## config.mk

```make
export PLATFORM = sky130hd
export DESIGN_NAME = mlane_result_ser
export DESIGN_NICKNAME = d
export VERILOG_FILES = /design/src/rtl/mlser_pkg.sv /design/src/rtl/mlser_edge_det.sv /design/src/rtl/mlser_launch_ctrl.sv /design/src/rtl/mlser_shifter.sv /design/src/rtl/mlane_result_ser.sv
export SDC_FILE = /design/constraint.sdc
export NUM_CORES = 1
export LEC_CHECK = 0
export ABC_AREA = 0
export BUFFER_PORTS_ARGS = -buffer_cell sky130_fd_sc_hd__buf_2
export CAP_MARGIN = 20
export CORE_MARGIN = 5
export CORE_UTILIZATION = 55
export DETAILED_ROUTE_END_ITERATION = 12
export PLACE_DENSITY = 0.82
export SLEW_MARGIN = 20
export SYNTH_ARGS = -nofsm -noshare
export SYNTH_HDL_FRONTEND = slang
export SYNTH_SLANG_ARGS = --single-unit
```

## constraint.sdc

```tcl
create_clock -name clk_i -period 2.6 [get_ports clk_i]
set_input_delay 0.39 -clock clk_i [delete_from_list [all_inputs] [get_ports clk_i]]
set_output_delay 0.39 -clock clk_i [all_outputs]
set_load 0.02 [all_outputs]
```

## src/rtl/mlser_pkg.sv

```systemverilog
package mlser_pkg;
  localparam int unsigned LANES_MAX = 4;

  typedef enum logic [1:0] {
    LN_ONE  = 2'd0,
    LN_TWO  = 2'd1,
    LN_FOUR = 2'd2
  } lane_e;

  typedef struct packed {
    logic  cpol;
    logic  cpha;
    logic  early;
    lane_e lanes;
  } frame_cfg_t;

  function automatic lane_e decode_width(input logic [1:0] w);
    case (w)
      2'b10:   return LN_TWO;
      2'b11:   return LN_FOUR;
      default: return LN_ONE;
    endcase
  endfunction

  function automatic frame_cfg_t build_cfg(input logic [1:0] proto,
                                           input logic [1:0] width,
                                           input logic [1:0] mode);
    frame_cfg_t c;
    c.cpol  = proto[1];
    c.cpha  = proto[0];
    c.early = (mode == 2'b01) && !proto[0];  // early launch only for phase 0
    c.lanes = decode_width(width);
    return c;
  endfunction
endpackage

```

## src/rtl/mlser_edge_det.sv

```systemverilog
module mlser_edge_det #(
  parameter int unsigned SYNC_STAGES = 2
) (
  input  logic clk_i,
  input  logic rst_ni,
  input  logic cs_ni,
  input  logic sclk_i,
  output logic cs_s_o,
  output logic sclk_s_o,
  output logic cs_fall_o,
  output logic in_frame_o,
  output logic idle_o,
  output logic sclk_rise_o,
  output logic sclk_fall_o
);
  logic cs_s, sclk_s;
  logic cs_q, sclk_q;

  if (SYNC_STAGES == 0) begin : g_nosync
    assign cs_s   = cs_ni;
    assign sclk_s = sclk_i;
  end else begin : g_sync
    logic [SYNC_STAGES-1:0] cs_sync, sclk_sync;
    always_ff @(posedge clk_i or negedge rst_ni) begin
      if (!rst_ni) begin
        cs_sync   <= '1;
        sclk_sync <= '0;
      end else begin
        cs_sync[0]   <= cs_ni;
        sclk_sync[0] <= sclk_i;
        for (int k = 1; k < SYNC_STAGES; k++) begin
          cs_sync[k]   <= cs_sync[k-1];
          sclk_sync[k] <= sclk_sync[k-1];
        end
      end
    end
    assign cs_s   = cs_sync[SYNC_STAGES-1];
    assign sclk_s = sclk_sync[SYNC_STAGES-1];
  end

  always_ff @(posedge clk_i or negedge rst_ni) begin
    if (!rst_ni) begin
      cs_q   <= 1'b1;
      sclk_q <= 1'b0;
    end else begin
      cs_q   <= cs_s;
      sclk_q <= sclk_s;
    end
  end

  assign cs_s_o      = cs_s;
  assign sclk_s_o    = sclk_s;
  assign cs_fall_o   = cs_q & ~cs_s;
  assign in_frame_o  = ~cs_q & ~cs_s;
  assign idle_o      = cs_q;
  assign sclk_rise_o = sclk_s & ~sclk_q;
  assign sclk_fall_o = ~sclk_s & sclk_q;
endmodule

```

## src/rtl/mlser_launch_ctrl.sv

```systemverilog
module mlser_launch_ctrl
  import mlser_pkg::*;
(
  input  logic       clk_i,
  input  logic       rst_ni,
  input  logic       cs_fall_i,
  input  logic       in_frame_i,
  input  logic       sclk_rise_i,
  input  logic       sclk_fall_i,
  input  logic [1:0] proto_sel_i,
  input  logic [1:0] sdo_width_i,
  input  logic [1:0] sdo_mode_i,
  output frame_cfg_t cfg_o,
  output logic       start_active_o,
  output logic       advance_o
);
  frame_cfg_t cfg_d, cfg_q;
  logic lead_edge, trail_edge, adv_on_lead;

  assign cfg_d = build_cfg(proto_sel_i, sdo_width_i, sdo_mode_i);

  always_ff @(posedge clk_i or negedge rst_ni) begin
    if (!rst_ni)        cfg_q <= '0;
    else if (cs_fall_i) cfg_q <= cfg_d;
  end

  // leading edge leaves the idle level, trailing edge returns to it
  assign lead_edge   = cfg_q.cpol ? sclk_fall_i : sclk_rise_i;
  assign trail_edge  = cfg_q.cpol ? sclk_rise_i : sclk_fall_i;
  assign adv_on_lead = cfg_q.cpha | cfg_q.early;

  assign advance_o      = in_frame_i & (adv_on_lead ? lead_edge : trail_edge);
  assign start_active_o = ~cfg_d.cpha;
  assign cfg_o          = cfg_q;
endmodule

```

## src/rtl/mlser_shifter.sv

```systemverilog
module mlser_shifter
  import mlser_pkg::*;
#(
  parameter int unsigned DATA_W = 22
) (
  input  logic                 clk_i,
  input  logic                 rst_ni,
  input  logic                 clear_i,
  input  logic                 load_i,
  input  logic [DATA_W-1:0]    word_i,
  input  logic                 start_active_i,
  input  logic                 advance_i,
  input  lane_e                lanes_i,
  output logic [LANES_MAX-1:0] sdo_o
);
  localparam int unsigned SH_W  = ((DATA_W + LANES_MAX - 1) / LANES_MAX) * LANES_MAX;
  localparam int unsigned PAD_W = SH_W - DATA_W;

  logic [SH_W-1:0] sh_q, sh_next;
  logic            active_q;

  always_comb begin
    case (lanes_i)
      LN_TWO:  sh_next = sh_q << 2;
      LN_FOUR: sh_next = sh_q << 4;
      default: sh_next = sh_q << 1;
    endcase
  end

  always_ff @(posedge clk_i or negedge rst_ni) begin
    if (!rst_ni) begin
      sh_q     <= '0;
      active_q <= 1'b0;
    end else if (clear_i) begin
      active_q <= 1'b0;
    end else if (load_i) begin
      sh_q     <= SH_W'(word_i) << PAD_W;
      active_q <= start_active_i;
    end else if (advance_i) begin
      if (!active_q) active_q <= 1'b1;  // phase-1 first launch: no shift
      else           sh_q     <= sh_next;
    end
  end

  for (genvar j = 0; j < LANES_MAX; j++) begin : g_lane
    logic bit_one, bit_two, bit_four, bit_sel;
    if (j == 0) begin : g_one
      assign bit_one = sh_q[SH_W-1];
    end else begin : g_one_z
      assign bit_one = 1'b0;
    end
    if (j < 2) begin : g_two
      assign bit_two = sh_q[SH_W-2+j];
    end else begin : g_two_z
      assign bit_two = 1'b0;
    end
    assign bit_four = sh_q[SH_W-LANES_MAX+j];
    always_comb begin
      case (lanes_i)
        LN_TWO:  bit_sel = bit_two;
        LN_FOUR: bit_sel = bit_four;
        default: bit_sel = bit_one;
      endcase
    end
    assign sdo_o[j] = active_q & bit_sel;
  end
endmodule

```

## src/rtl/mlane_result_ser.sv

```systemverilog
module mlane_result_ser
  import mlser_pkg::*;
#(
  parameter int unsigned DATA_W      = 22,
  parameter int unsigned SYNC_STAGES = 2
) (
  input  logic              clk_i,
  input  logic              rst_ni,
  input  logic              cs_ni,
  input  logic              sclk_i,
  input  logic [DATA_W-1:0] result_i,
  input  logic              result_load_i,
  input  logic [1:0]        proto_sel_i,
  input  logic [1:0]        sdo_width_i,
  input  logic [1:0]        sdo_mode_i,
  output logic [3:0]        sdo_o,
  output logic              rvs_o
);
  logic              cs_s, sclk_s, cs_fall, in_frame, idle;
  logic              sclk_rise, sclk_fall, advance, start_active;
  frame_cfg_t        cfg_q;
  logic [DATA_W-1:0] result_q, word_sel;

  always_ff @(posedge clk_i or negedge rst_ni) begin
    if (!rst_ni)            result_q <= '0;
    else if (result_load_i) result_q <= result_i;
  end

  assign word_sel = result_load_i ? result_i : result_q;

  mlser_edge_det #(.SYNC_STAGES(SYNC_STAGES)) u_edge (
    .clk_i       (clk_i),
    .rst_ni      (rst_ni),
    .cs_ni       (cs_ni),
    .sclk_i      (sclk_i),
    .cs_s_o      (cs_s),
    .sclk_s_o    (sclk_s),
    .cs_fall_o   (cs_fall),
    .in_frame_o  (in_frame),
    .idle_o      (idle),
    .sclk_rise_o (sclk_rise),
    .sclk_fall_o (sclk_fall)
  );

  mlser_launch_ctrl u_ctrl (
    .clk_i          (clk_i),
    .rst_ni         (rst_ni),
    .cs_fall_i      (cs_fall),
    .in_frame_i     (in_frame),
    .sclk_rise_i    (sclk_rise),
    .sclk_fall_i    (sclk_fall),
    .proto_sel_i    (proto_sel_i),
    .sdo_width_i    (sdo_width_i),
    .sdo_mode_i     (sdo_mode_i),
    .cfg_o          (cfg_q),
    .start_active_o (start_active),
    .advance_o      (advance)
  );

  mlser_shifter #(.DATA_W(DATA_W)) u_shift (
    .clk_i          (clk_i),
    .rst_ni         (rst_ni),
    .clear_i        (cs_s),
    .load_i         (cs_fall),
    .word_i         (word_sel),
    .start_active_i (start_active),
    .advance_i      (advance),
    .lanes_i        (cfg_q.lanes),
    .sdo_o          (sdo_o)
  );

  assign rvs_o = idle;
endmodule

```

==> results summary, run 1 <==
The flow ran to the end, and the final reports show no timing, DRC or antenna violations. The endpoint identified for the worst register-to-register timing path is u_shift.sh_q[8]. The routed wirelength normalized by instance count came out at 15.7 microns. The pre-antenna-repair detailed-routing pass consisted of 4 iterations. The number of cells traversed by the worst register-to-register path came out at 4.

Setup repair after global routing left no endpoint under its margin. The worst stage delay on the critical path came out at 0.54 ns. After detailed placement, the design holds a cell count of 337.

The effective utilization at floorplan came out at 57.5%. The worst hold path terminates at u_edge.g_sync.cs_sync[0]. The via count of the first global-routing pass was 2024.

The y dimension of the die came out at 81.0 microns. The proportion of layout cells with a drive suffix above 1 is 35.5%. The total setup buffers inserted after CTS is 0.

The non-filler instance count after layout is 346. The worst path uses 89.9% of the clock period. The clock insertion delay at the later pin of the skew report came out at 0.30 ns. The number of antenna diodes is 0. Traced cell by cell, the critical path runs through inv_1 > ha_1 > buf_4 > nand2_1 > o21ai_0 > and2_1 > buf_2.

VDD sags by at most 404 uV. The post-synth design cell area came out at 2770 sq um. The first-pass GRT wire length is 9350 microns. The initial antenna violation count was 0.

The register area share after synthesis came out at 50.7%. Averaged over all synthesized cells, the footprint is 11.4 sq um. Broken down by cell family, the worst path's largest delay share belongs to adder cells. The required time of the critical path is 2.21 ns. CTS placed an instance of sky130_fd_sc_hd__clkbuf_8 at the clock tree root. The arrival time at the worst endpoint is 1.95 ns. The shortest clock period the worst path allows after layout came out at 2.34 ns.

Entering global routing, the biggest net connects 27 pins. The total die area is 6550 sq um. The count of filler cells inserted in the layout came out at 382. After clock tree synthesis, the clock-pin slew on the worst setup and hold paths is 0.09 ns. The final layout net count is 313. The highest net fanout along the worst path came out at 14. For this design the ratio of total power to cell area is 794 nW/um^2.

The number of top-level pins came out at 38. The placed wire-length estimate is 3870 microns. The aggregate routed wire length came out at 5450 microns. The weighted congestion at the end of routability-driven global placement is 0.784.

The post-detailed-route via-to-cell ratio came out at 5.78. The setup total negative slack is 0 ns. The slowest stage of the critical path belongs to the cell sky130_fd_sc_hd__ha_1. The timing-limited maximum frequency came out at 428 MHz. The count of buffers from port buffering came out at 37. Global routing finished with a remaining overflow of 0. The max-slew violation count came out at 0. The startpoint identified for the worst register-to-register timing path is u_ctrl.cfg_o[4]. The detailed router finished its first iteration with 111 violations.

The placeable core region is 4820 sq um. The worst register-to-register path has a setup slack of 0.43 ns. The number of flip-flops and latches in the synthesized netlist is 56.

Leaving out fill and tap cells, the most frequent cells in the layout are 53 x sky130_fd_sc_hd__dfrtp_1, 37 x sky130_fd_sc_hd__buf_2, 30 x sky130_fd_sc_hd__nand2_1. The worst slew margin relative to its limit came out at 66.0%. The growth of design area from synthesis to finish is 12.4%.

The minimum hold slack came out at 0.177 ns. The most frequent standard cell in the layout excluding fill and tap cells is sky130_fd_sc_hd__dfrtp_1. The clock tree skew after final layout came out at 0.00484 ns. Synthesis handed over a netlist of 243 instances. Once detail routing completed, the nets flagged for antenna violations numbered 0.

The die width came out at 81.0 microns. The H-tree level count is 2. The classification of the worst setup path is reg -> out.

TritonCTS built the clock tree. The kind of capture point of the worst setup path is a primary output. In this run, distinct cell masters in the synthesized netlist total 31. The number of buffers added by the clock tree synthesis step is 5. Along the worst hold path, the cell count comes to 1. Buffers inserted to repair hold after CTS numbered 1. The worst hold path belongs to the class in -> reg.

The tool flagged a number of max-cap violations equal to 0. The net count of the mapped netlist is 278. In this run the static leakage power is 0.00140 uW. The worst hold path begins at cs_ni.

The number of remaining DRC errors is 0. The number of buffers and inverters on the critical path is 3. The number of setup violations in the final report came out at 0. STA classifies the critical path startpoint as a flip-flop. The count of cells resized by post-cts repair is 0.

The TritonCTS sink count came out at 56. For the pin with the worst max-slew slack, the measured transition is 0.510 ns. The number of failing hold endpoints at the final stage was 0. The vias after detailed routing is 2001. The Yosys step of the flow raised 0 warnings. In this run the core area contains 25 standard-cell rows. The maximum root-to-sink buffer count is 2.

For this run, the total global-route usage over all layers was measured as 18.4%.
-- report_power, final --
part | internal, uW | switching (uW)
Clock | 286 | 266
Combinational | 394 | 251
Sequential | 1070 | 205
Total | 1750 | 723
-- per-stage QoR --
stage	instance area [sq um]	setup slack (ns)	util, %	total power (uW)
after floorplan	2770	0.641	-	1750
after global placement	2990	0.499	62.2	1880
after detailed placement	2990	0.446	62.2	1930
after CTS	3110	0.261	64.6	2490
after global routing	3110	0.0876	64.6	2620
final	3110	0.262	64.6	2470
-- how the worst max path moves through the flow --
| stage | from | endpoint | slack, ns | cells past startpoint |
|---|---|---|---|---|
| 2_1_floorplan | u_ctrl.cfg_o[0] | sdo_o[1] | 0.64 | 5 |
| 3_3_place_gp | u_ctrl.cfg_o[4] | u_shift.sh_q[8] | 0.50 | 4 |
| 3_5_place_dp | u_ctrl.cfg_o[4] | u_shift.sh_q[8] | 0.45 | 4 |
| 4_1_cts | u_ctrl.cfg_o[0] | sdo_o[0] | 0.26 | 7 |
| 5_1_grt | u_ctrl.cfg_o[0] | sdo_o[0] | 0.09 | 7 |
| 6_report | u_ctrl.cfg_o[0] | sdo_o[0] | 0.26 | 7 |
-- state kept, by name (all words and copies together) (netlist names) --
name                     flops
u_edge.idle_o                1
result_q                    22
u_ctrl.cfg_o                 5
u_shift.sh_q                22
u_edge.g_sync.cs_sync        2
u_edge.g_sync.sclk_sync      2
u_edge.sclk_q                1
u_shift.active_q             1
-- cell type report --
class	instances	area (sq um)	area share (%)
clock buffer	6	72.6	2.33
tap	67	83.8	2.69
clock inverter	2	35.0	1.13
multi-input combinational	167	1260	40.4
sequential	56	1410	45.2
inverter	3	11.3	0.362
timing repair buffer	45	248	7.96
-- layer usage --
metal / GRT usage [%] / up-vias / part of all wire (%)
met3: 3.55 / 6 / 4.5
met4: 6.25 / 0 / 1.0
met2: 29.9 / 50 / 51
li1: - / 937 / -
met1: 24.7 / 1008 / 44
met5: 0 / - / 0
-- kinds of logic (layout without fill, tap and decap cells) --
kind of cell	count (synthesis)	in the layout	share of synthesized area, %
and+or+nand+nor	73	73	12.4
buffers and inverters	20	56	3.89
AOI/OAI and AO/OA	50	50	12.4
DFF	56	56	50.7
muxes	42	42	19.7
adders and majority gates	2	2	0.904
-- synthesized netlist by cell type --
cell type / number / area (sq um)
sky130_fd_sc_hd__a2111o_1: 1 / 11.3
sky130_fd_sc_hd__a211oi_1: 1 / 7.51
sky130_fd_sc_hd__a21o_2: 1 / 8.76
sky130_fd_sc_hd__a21oi_1: 19 / 95.1
sky130_fd_sc_hd__a221oi_1: 20 / 175
sky130_fd_sc_hd__a22oi_1: 2 / 15.0
sky130_fd_sc_hd__a31oi_1: 1 / 6.26
sky130_fd_sc_hd__and2_1: 1 / 6.26
sky130_fd_sc_hd__and3_1: 2 / 12.5
sky130_fd_sc_hd__and4b_1: 1 / 10.0
sky130_fd_sc_hd__buf_1: 4 / 15.0
sky130_fd_sc_hd__buf_12: 2 / 40.0
sky130_fd_sc_hd__clkbuf_1: 11 / 41.3
sky130_fd_sc_hd__dfrtp_1: 53 / 1330
sky130_fd_sc_hd__dfstp_2: 3 / 78.8
sky130_fd_sc_hd__ha_1: 2 / 25.0
sky130_fd_sc_hd__inv_1: 3 / 11.3
sky130_fd_sc_hd__mux2_2: 23 / 259
sky130_fd_sc_hd__mux2_4: 19 / 285
sky130_fd_sc_hd__nand2_1: 30 / 113
sky130_fd_sc_hd__nand2b_1: 2 / 12.5
sky130_fd_sc_hd__nand3_1: 4 / 20.0
sky130_fd_sc_hd__nand3_4: 1 / 17.5
sky130_fd_sc_hd__nand3b_1: 1 / 7.51
sky130_fd_sc_hd__nor2_1: 24 / 90.1
sky130_fd_sc_hd__nor2b_1: 3 / 18.8
sky130_fd_sc_hd__nor3b_1: 1 / 7.51
sky130_fd_sc_hd__nor4_1: 1 / 6.26
sky130_fd_sc_hd__nor4bb_1: 1 / 10.0
sky130_fd_sc_hd__o21ai_0: 5 / 25.0
sky130_fd_sc_hd__or3_4: 1 / 11.3
(Power assumes the default switching activity.)
==> run 2: changes to the inputs <==
--- a/config.mk
+++ b/config.mk
@@ -5,13 +5,13 @@
 export SDC_FILE = /design/constraint.sdc
 export NUM_CORES = 1
 export LEC_CHECK = 0
-export ABC_AREA = 0
+export ABC_AREA = 1
 export BUFFER_PORTS_ARGS = -buffer_cell sky130_fd_sc_hd__buf_2
 export CAP_MARGIN = 20
 export CORE_MARGIN = 5
 export CORE_UTILIZATION = 55
 export DETAILED_ROUTE_END_ITERATION = 12
-export PLACE_DENSITY = 0.82
+export PLACE_DENSITY = 0.81
 export SLEW_MARGIN = 20
 export SYNTH_ARGS = -nofsm -noshare
 export SYNTH_HDL_FRONTEND = slang
==> results summary, run 2 <==
The classification of the worst setup path is reg -> out. The synthesis warning total is 0 (unchanged). The area fraction of the dominant cell type after synthesis is 44.6% (-3.3 points). The cts-stage hold buffer count is 0 (-1). In the layout the commonest cells are 169 x sky130_fd_sc_hd__nand2_1, 53 x sky130_fd_sc_hd__dfrtp_1, 46 x sky130_fd_sc_hd__nand3_1. The worst register-to-register path ends at u_shift.sh_q[6]. Walking the worst path, the cells encountered are inv_1 > ha_1 > buf_4 > inv_6 > o21ai_0 > a21oi_1 > buf_2.

The cell count after synthesis came out at 407 (+67%). CTS placed an instance of sky130_fd_sc_hd__clkbuf_8 at the clock tree root. The mean area per synthesized cell came out at 7.31 sq um (-36%). The net count of the mapped netlist came out at 442 (+59%). The count of cells resized by post-cts repair is 0 (unchanged).

Among all stages on the critical path, the largest delay is contributed by sky130_fd_sc_hd__dfrtp_1. The max-slew violation count is 0 (unchanged). The number of antenna diodes is 0 (unchanged). The TritonCTS sink count came out at 56 (unchanged). The H-tree level count is 2 (unchanged). The footprint of the flip-flops and latches came out at 1410 sq um (unchanged).

The worst setup path is captured at a primary output. The clock tree skew after final layout was 0.00874 ns (+0.00390 ns). TritonCTS built the clock tree. The number of failing hold endpoints at the final stage is 0 (unchanged). The initial antenna violation count is 0 (unchanged). The arrival time at the worst endpoint came out at 1.79 ns (-0.16 ns). The setup total negative slack came out at 0 ns (unchanged).

The placeable core region is 5170 sq um (+7.4%). The proportion of layout cells with a drive suffix above 1 is 14.4% (-21 points). The die width was 83.6 microns (+3.2%).

The post-synth design cell area came out at 2980 sq um (+7.5%). The async set-or-reset flop fraction in the synthesized netlist came out at 100% (unchanged). The global routing usage summed across all routing layers is 19.7% (+1.3 points).

Summed over all instances, the cell type with the most area after synthesis is sky130_fd_sc_hd__dfrtp_1. The number of flip-flops and latches in the synthesized netlist was 56 (unchanged). The register area share after synthesis came out at 47.2% (-3.5 points). The timing-limited maximum frequency came out at 459 MHz (+7.4%). The count of buffers from port buffering came out at 37 (unchanged). The number of buffers added by the clock tree synthesis step came to 5 (unchanged). The weighted congestion at the end of routability-driven global placement came to 0.889 (+13%).

The commonest cells after synthesis are 169 x sky130_fd_sc_hd__nand2_1, 53 x sky130_fd_sc_hd__dfrtp_1, 46 x sky130_fd_sc_hd__nand3_1. The final layout net count is 470 (+50%). The required time of the critical path came out at 2.21 ns (about the same). In the post-synthesis netlist, the biggest area contributors are sky130_fd_sc_hd__dfrtp_1 45%, sky130_fd_sc_hd__nand2_1 21%, sky130_fd_sc_hd__nand3_1 7.7%.

The slew at the pin with the worst max-slew slack came to 0.454 ns (-0.0559 ns). The post-detailed-route via-to-cell ratio was 5.32 (-8.0%). The worst slew margin relative to its limit is 69.7% (+3.7 points). In the synthesized netlist the dominant register cell turns out to be sky130_fd_sc_hd__dfrtp_1.

The final instance area is 3250 sq um (+4.4%). The number of cells traversed by the worst register-to-register path is 8 (+4). The clock power share was 20.9% (-1.5 points). The most frequent standard cell in the layout excluding fill and tap cells is sky130_fd_sc_hd__nand2_1. The highest net fanout along the worst path came out at 19 (+5). The relative contribution of combinational cells to total power is 26.9% (+0.8 points). The DRC marker count from the first detailed-route iteration came out at 299 (+170%). The shortest clock period the worst path allows after layout came out at 2.18 ns (-0.162 ns).

The most common cell in the synthesized netlist is sky130_fd_sc_hd__nand2_1. The pin count of the biggest net entering global routing is 57 (+110%). The number of top-level pins is 38 (unchanged). The worst setup path is launched from a flip-flop.

The cell area after placement came out at 3160 sq um (+5.5%). The number of distinct library cells after synthesis was 22 (-29%). The vias after detailed routing came out at 2691 (+34%). The net switching share of the total power is 35.8% (+6.5 points). The via count of the first global-routing pass is 2577 (+27%). The routed wirelength normalized by instance count came out at 12.8 microns (-19%).

The aggregate routed wire length is 6470 microns (+19%). The number of iterations in the first detailed-routing pass came out at 5 (+1). The reported max-cap violation count came out at 0 (unchanged).

The total net switching power is 803 uW (+11%). The count of filler cells inserted in the layout came out at 453 (+19%). The minimum hold slack came out at 0.0550 ns (-0.122 ns). The footprint of the multi-input gates is 1290 sq um (+3.1%). The number of setup violations in the final report came out at 0 (unchanged). The number of rows in the core area came to 26 (+4.0%). The register-to-register setup slack is 0.78 ns (+0.35 ns). The placed wire-length estimate came out at 4360 microns (+13%). The internal power of the cells is 1440 uW (-18%).

The power per standard cell area is 691 nW/um^2 (-13%). Setup repair after global routing left no endpoint under its margin. The share of power burned in registers is 52.1% (+0.6 points). In this run the critical register-to-register path is launched from u_edge.g_sync.cs_sync[1]. The remaining antenna violation count is 0 (unchanged). The largest voltage drop on the vdd net is 408 uV (+0.82%). The path class of the tightest hold or removal check is in -> async. The maximum root-to-sink buffer count was 2 (unchanged). The run finished with clean final reports. The number of remaining DRC errors is 0 (unchanged). The effective utilization at floorplan is 57.5% (+0.067 points). The leakage power of the design came out at 0.00177 uW (+27%). The worst stage delay on the critical path is 0.36 ns (-0.18 ns). The utilization after layout came out at 62.8% (-1.8 points). The clock-pin slew of the registers on the worst-case setup and hold paths came out at 0.10 ns (about the same). The total setup buffers inserted after CTS came out at 0 (unchanged). The remaining global-route overflow is 0 (unchanged). The y dimension of the die is 83.6 microns (+3.2%). The total die area came out at 6980 sq um (+6.6%). The first-pass GRT wire length was 11600 microns (+24%). The share of the clock period used by the worst path came out at 83.7% (-6.2 points). The clock insertion delay at the later pin of the skew report was 0.30 ns (about the same). The number of flops mapped to enable cells by yosys came out at 0 (unchanged). Compared with the post-synthesis result, the final layout area differs by 9.12%.
[run 2: cell types whose count changed in the layout (fill, tap and decap cells not counted), moves of 3 or more]
| cell | change |
|---|---|
| sky130_fd_sc_hd__a221oi_1 | -20 |
| sky130_fd_sc_hd__o21ai_0 | +4 |
| sky130_fd_sc_hd__a31oi_1 | +3 |
| sky130_fd_sc_hd__mux2_4 | -19 |
| sky130_fd_sc_hd__nand3_1 | +42 |
| sky130_fd_sc_hd__nand2_1 | +139 |
| sky130_fd_sc_hd__inv_1 | +25 |
| sky130_fd_sc_hd__inv_2 | +4 |
| sky130_fd_sc_hd__mux2_2 | -23 |
| sky130_fd_sc_hd__nor2b_1 | -3 |
| sky130_fd_sc_hd__a21oi_1 | +12 |
[run 2: layout make-up]
class	instances	area share (%)
sequential	56	43.3
multi-input combinational	296	39.9
timing repair buffer	43	7.47
inverter	33	3.97
tap	70	2.70
clock buffer	6	2.23
clock inverter	2	0.501
[run 2: worst max-delay path: cells and delay by family, from the launching register on]
family / cells / cell delay (ns)
AO/OA/AOI/OAI: 2 / 0.23
adder cells (fa/ha/maj): 1 / 0.31
buffers and inverters: 4 / 0.58
flip-flops: 1 / 0.36
[run 2: how the worst max path moves through the flow]
stage	start	endpoint	slack (ns)
after global placement	u_ctrl.cfg_o[0]	sdo_o[0]	0.79
after detailed placement	u_ctrl.cfg_o[0]	sdo_o[0]	0.77
after global routing	u_ctrl.cfg_o[0]	sdo_o[0]	0.26
after CTS	u_ctrl.cfg_o[0]	sdo_o[0]	0.42
final	u_ctrl.cfg_o[0]	sdo_o[0]	0.42
after floorplan	u_ctrl.cfg_o[0]	sdo_o[0]	0.79
[run 2: cell families after synthesis]
group / share of synthesized area, %
buf+inv: 9.29
compound gates: 7.78
flops: 47.2
simple gates: 34.9
fa+ha+maj: 0.841
[run 2: power groups by stage]
stage	clock, uW	sequential [uW]	combinational (uW)
6_report	470	1170	605
5_1_grt	530	1190	706
4_1_cts	478	1170	603
3_5_place_dp	0	1180	600
3_3_place_gp	0	1180	580
2_1_floorplan	0	1140	487
[run 2: through the flow]
| step | instances | power (uW) | setup WS [ns] |
|---|---|---|---|
| final | 506 | 2250 | 0.423 |
| after global routing | 506 | 2420 | 0.258 |
| after CTS | 506 | 2250 | 0.415 |
| after detailed placement | 498 | 1780 | 0.765 |
| after global placement | 498 | 1760 | 0.795 |
| after floorplan | 407 | 1630 | 0.789 |
[run 2: layer usage]
layer / routed length (microns) / global-route usage (%)
met1: 2930 / 27.8
met5: 0 / 0
met4: 70 / 4.53
met2: 2940 / 31.3
met3: 528 / 4.05
==> run 3: changes to the inputs <==
--- a/config.mk
+++ b/config.mk
@@ -5,13 +5,13 @@
 export SDC_FILE = /design/constraint.sdc
 export NUM_CORES = 1
 export LEC_CHECK = 0
-export ABC_AREA = 1
+export ABC_AREA = 0
 export BUFFER_PORTS_ARGS = -buffer_cell sky130_fd_sc_hd__buf_2
 export CAP_MARGIN = 20
 export CORE_MARGIN = 5
-export CORE_UTILIZATION = 55
+export CORE_UTILIZATION = 51
 export DETAILED_ROUTE_END_ITERATION = 12
-export PLACE_DENSITY = 0.81
+export PLACE_DENSITY = 0.8
 export SLEW_MARGIN = 20
 export SYNTH_ARGS = -nofsm -noshare
 export SYNTH_HDL_FRONTEND = slang
==> constraint.sdc (replaced) <==
create_clock -name clk_i -period 2 [get_ports clk_i]
set_input_delay 0.3 -clock clk_i [delete_from_list [all_inputs] [get_ports clk_i]]
set_output_delay 0.3 -clock clk_i [all_outputs]
set_load 0.02 [all_outputs]
==> results summary, run 3 (synthesis results as in run 1) <==
The number of remaining DRC errors is 0 (unchanged). The final critical path takes up 99.7% of the cycle. The growth of design area from synthesis to finish came out at 18.4%. The worst slew margin relative to its limit came out at 63.8% (-5.9 points). The aggregate routed wire length is 5760 microns (-11%).

The TritonCTS sink count came out at 56 (unchanged). The effective utilization at floorplan came out at 53.2% (-4.4 points). The via count of the first global-routing pass came out at 2127 (-17%).

The routed wirelength normalized by instance count was 16.0 microns (+25%). The power per standard cell area came out at 972 nW/um^2 (+41%). The total net switching power is 966 uW (+20%). The remaining global-route overflow came out at 0 (unchanged). The proportion of layout cells with a drive suffix above 1 was 38.3% (+24 points). The TritonCTS clock tree is done. The setup total negative slack came to 0 ns (unchanged). The number of top-level pins is 38 (unchanged).

The number of rows in the core area is 26 (unchanged). The largest voltage drop on the vdd net is 425 uV (+4.3%). The clock-pin slew of the registers on the worst-case setup and hold paths is 0.10 ns (about the same). The footprint of the flip-flops and latches is 1410 sq um (unchanged). The number of antenna diodes is 0 (unchanged). The clock insertion delay at the later pin of the skew report is 0.31 ns (about the same). The worst setup path is launched from a flip-flop. The power after layout is 3180 uW (+42%). Timing would allow up to 502 MHz. The net switching share of the total power came out at 30.3% (-5.4 points). The footprint of the multi-input gates came to 1270 sq um (-1.7%). The final layout net count came out at 324 (-31%). The global routing usage summed across all routing layers is 17.5% (-2.2 points).

The leakage power of the design is 0.00147 uW (-17%). The clock power share was 18.9% (-2.0 points). The critical path in this run is classified as reg -> reg. The clock tree skew after final layout was 0.00902 ns (+0.000280 ns).

The most frequent standard cell in the layout excluding fill and tap cells is sky130_fd_sc_hd__dfrtp_1. The maximum root-to-sink buffer count was 2 (unchanged). The arrival time at the worst endpoint is 2.20 ns (+0.41 ns). The weighted congestion at the end of routability-driven global placement is 0.827 (-6.9%). The die width was 83.7 microns (+0.14%). The vias after detailed routing was 2024 (-25%). Leaving out fill and tap cells, the most frequent cells in the layout are 53 x sky130_fd_sc_hd__dfrtp_1, 36 x sky130_fd_sc_hd__buf_2, 30 x sky130_fd_sc_hd__nand2_1. The placed wire-length estimate came out at 3980 microns (-8.8%). In this run the worst hold path is classified as in -> reg. The required time of the critical path is 2.20 ns (about the same). The flow ran to the end, and the final reports show no timing, DRC or antenna violations. The shortest clock period the worst path allows after layout is 1.99 ns.

The number of failing hold endpoints at the final stage came out at 0 (unchanged). The remaining antenna violation count was 0 (unchanged). The reported max-cap violation count is 0 (unchanged). The count of buffers from port buffering is 37 (unchanged).

Clock tree synthesis selected as its root buffer the cell sky130_fd_sc_hd__clkbuf_8. The kind of capture point of the worst setup path is a flip-flop. The post-detailed-route via-to-cell ratio is 5.62 (+5.7%). The internal power of the cells is 2220 uW (+54%).

The total die area came out at 7000 sq um (+0.29%). Setup repair after global routing could not meet its margin everywhere. The count of filler cells inserted in the layout came out at 413 (-8.8%). The number of iterations in the first detailed-routing pass is 4 (-1). The max-slew violation count is 0 (unchanged). The share of power burned in registers came out at 51.9% (-0.2 points). The slew at the pin with the worst max-slew slack came out at 0.543 ns (+0.0886 ns).

The relative contribution of combinational cells to total power is 29.2% (+2.3 points). The highest net fanout along the worst path is 6 (-13). The number of buffers added by the clock tree synthesis step came out at 5 (unchanged).

The initial antenna violation count is 0 (unchanged). The y dimension of the die is 83.7 microns (+0.14%). The pin count of the biggest net entering global routing came out at 35 (-39%). The first-pass GRT wire length is 9990 microns (-14%). The DRC marker count from the first detailed-route iteration is 110 (-63%). The H-tree level count is 2 (unchanged). The placeable core region came out at 5200 sq um (+0.63%).

The number of setup violations in the final report is 0 (unchanged).
==> run 3: cell types whose count changed in the layout (fill, tap and decap cells not counted), moves of 4 or more <==
cell,previous run,this run
sky130_fd_sc_hd__nand3_1,46,4
sky130_fd_sc_hd__mux2_4,0,20
sky130_fd_sc_hd__inv_1,28,2
sky130_fd_sc_hd__mux2_2,0,22
sky130_fd_sc_hd__nand2_1,169,30
sky130_fd_sc_hd__buf_4,5,12
sky130_fd_sc_hd__a221oi_1,0,20
sky130_fd_sc_hd__buf_12,1,5
sky130_fd_sc_hd__a21oi_1,31,19
sky130_fd_sc_hd__o21ai_0,9,4
==> run 3: metrics by stage <==
stage	hold WS [ns]	area, sq um	setup slack, ns	std cells	util (%)
after floorplan	0.00441	2770	0.0807	243	-
after detailed placement	0.317	3120	0.0124	348	60.0
after CTS	0.0745	3230	0.0278	357	62.0
final	0.0825	3280	0.00679	360	63.0
after global routing	0.0657	3280	-0.0140	360	63.0
after global placement	0.305	3120	0.0366	348	60.0
==> run 3: area by class of cell <==
cell class	instances	share of cell area [%]
clock buffer	7	2.33
clock inverter	1	0.153
inverter	3	0.344
multi-input combinational	167	38.8
sequential	56	42.9
tap	70	2.67
timing repair buffer	56	12.8
==> run 3: power by group through the flow <==
stage / registers [uW] / clock network [uW] / logic [uW]
2_1_floorplan: 1580 / 0 / 694
3_3_place_gp: 1650 / 0 / 846
3_5_place_dp: 1650 / 0 / 884
4_1_cts: 1640 / 624 / 898
5_1_grt: 1680 / 676 / 1010
6_report: 1650 / 603 / 929
==> run 3: critical path, cell delays in order (launching register included) <==
cell,delay [ns]
sky130_fd_sc_hd__dfrtp_1,0.41
sky130_fd_sc_hd__or3_4,0.37
sky130_fd_sc_hd__a2111o_1,0.44
sky130_fd_sc_hd__nand3_4,0.18
sky130_fd_sc_hd__clkbuf_16,0.18
sky130_fd_sc_hd__mux2_4,0.29
==> run 3: path summary, 6_finish.rpt <==
check	from	end	slack [ns]	depth (start not counted)
setup / recovery	u_ctrl.cfg_o[2]	u_shift.sh_q[15]	0.007	5
hold / removal	sclk_i	u_edge.g_sync.sclk_sync[0]	0.08	1
setup reg to reg	u_ctrl.cfg_o[2]	u_shift.sh_q[15]	0.007	5
hold reg to reg	u_edge.g_sync.cs_sync[0]	u_edge.g_sync.cs_sync[1]	0.36	0
max in group asynchronous	rst_ni	u_edge.g_sync.cs_sync[0]	0.87	3
min in group asynchronous	rst_ni	result_q[5]	0.50	2
==> run 3: timing repair <==
item / CTS / global route
cloned: 0 / 1
resized for setup: 2 / 5
hold buffers: 1 / 0
setup buffers: 0 / 2
pin swaps: 1 / 0
setup endpoints to repair: 15 / 6
hold endpoints to repair: 22 / 0
==> run 3: layer usage <==
metal  vias up  share of wire [%]  GRT usage, %
met4         0                2.2          6.58
met2        54                 50          29.0
li1        960                  -             -
met5         -                  0             0
met3        11                5.5          4.44
met1       999                 42          22.1
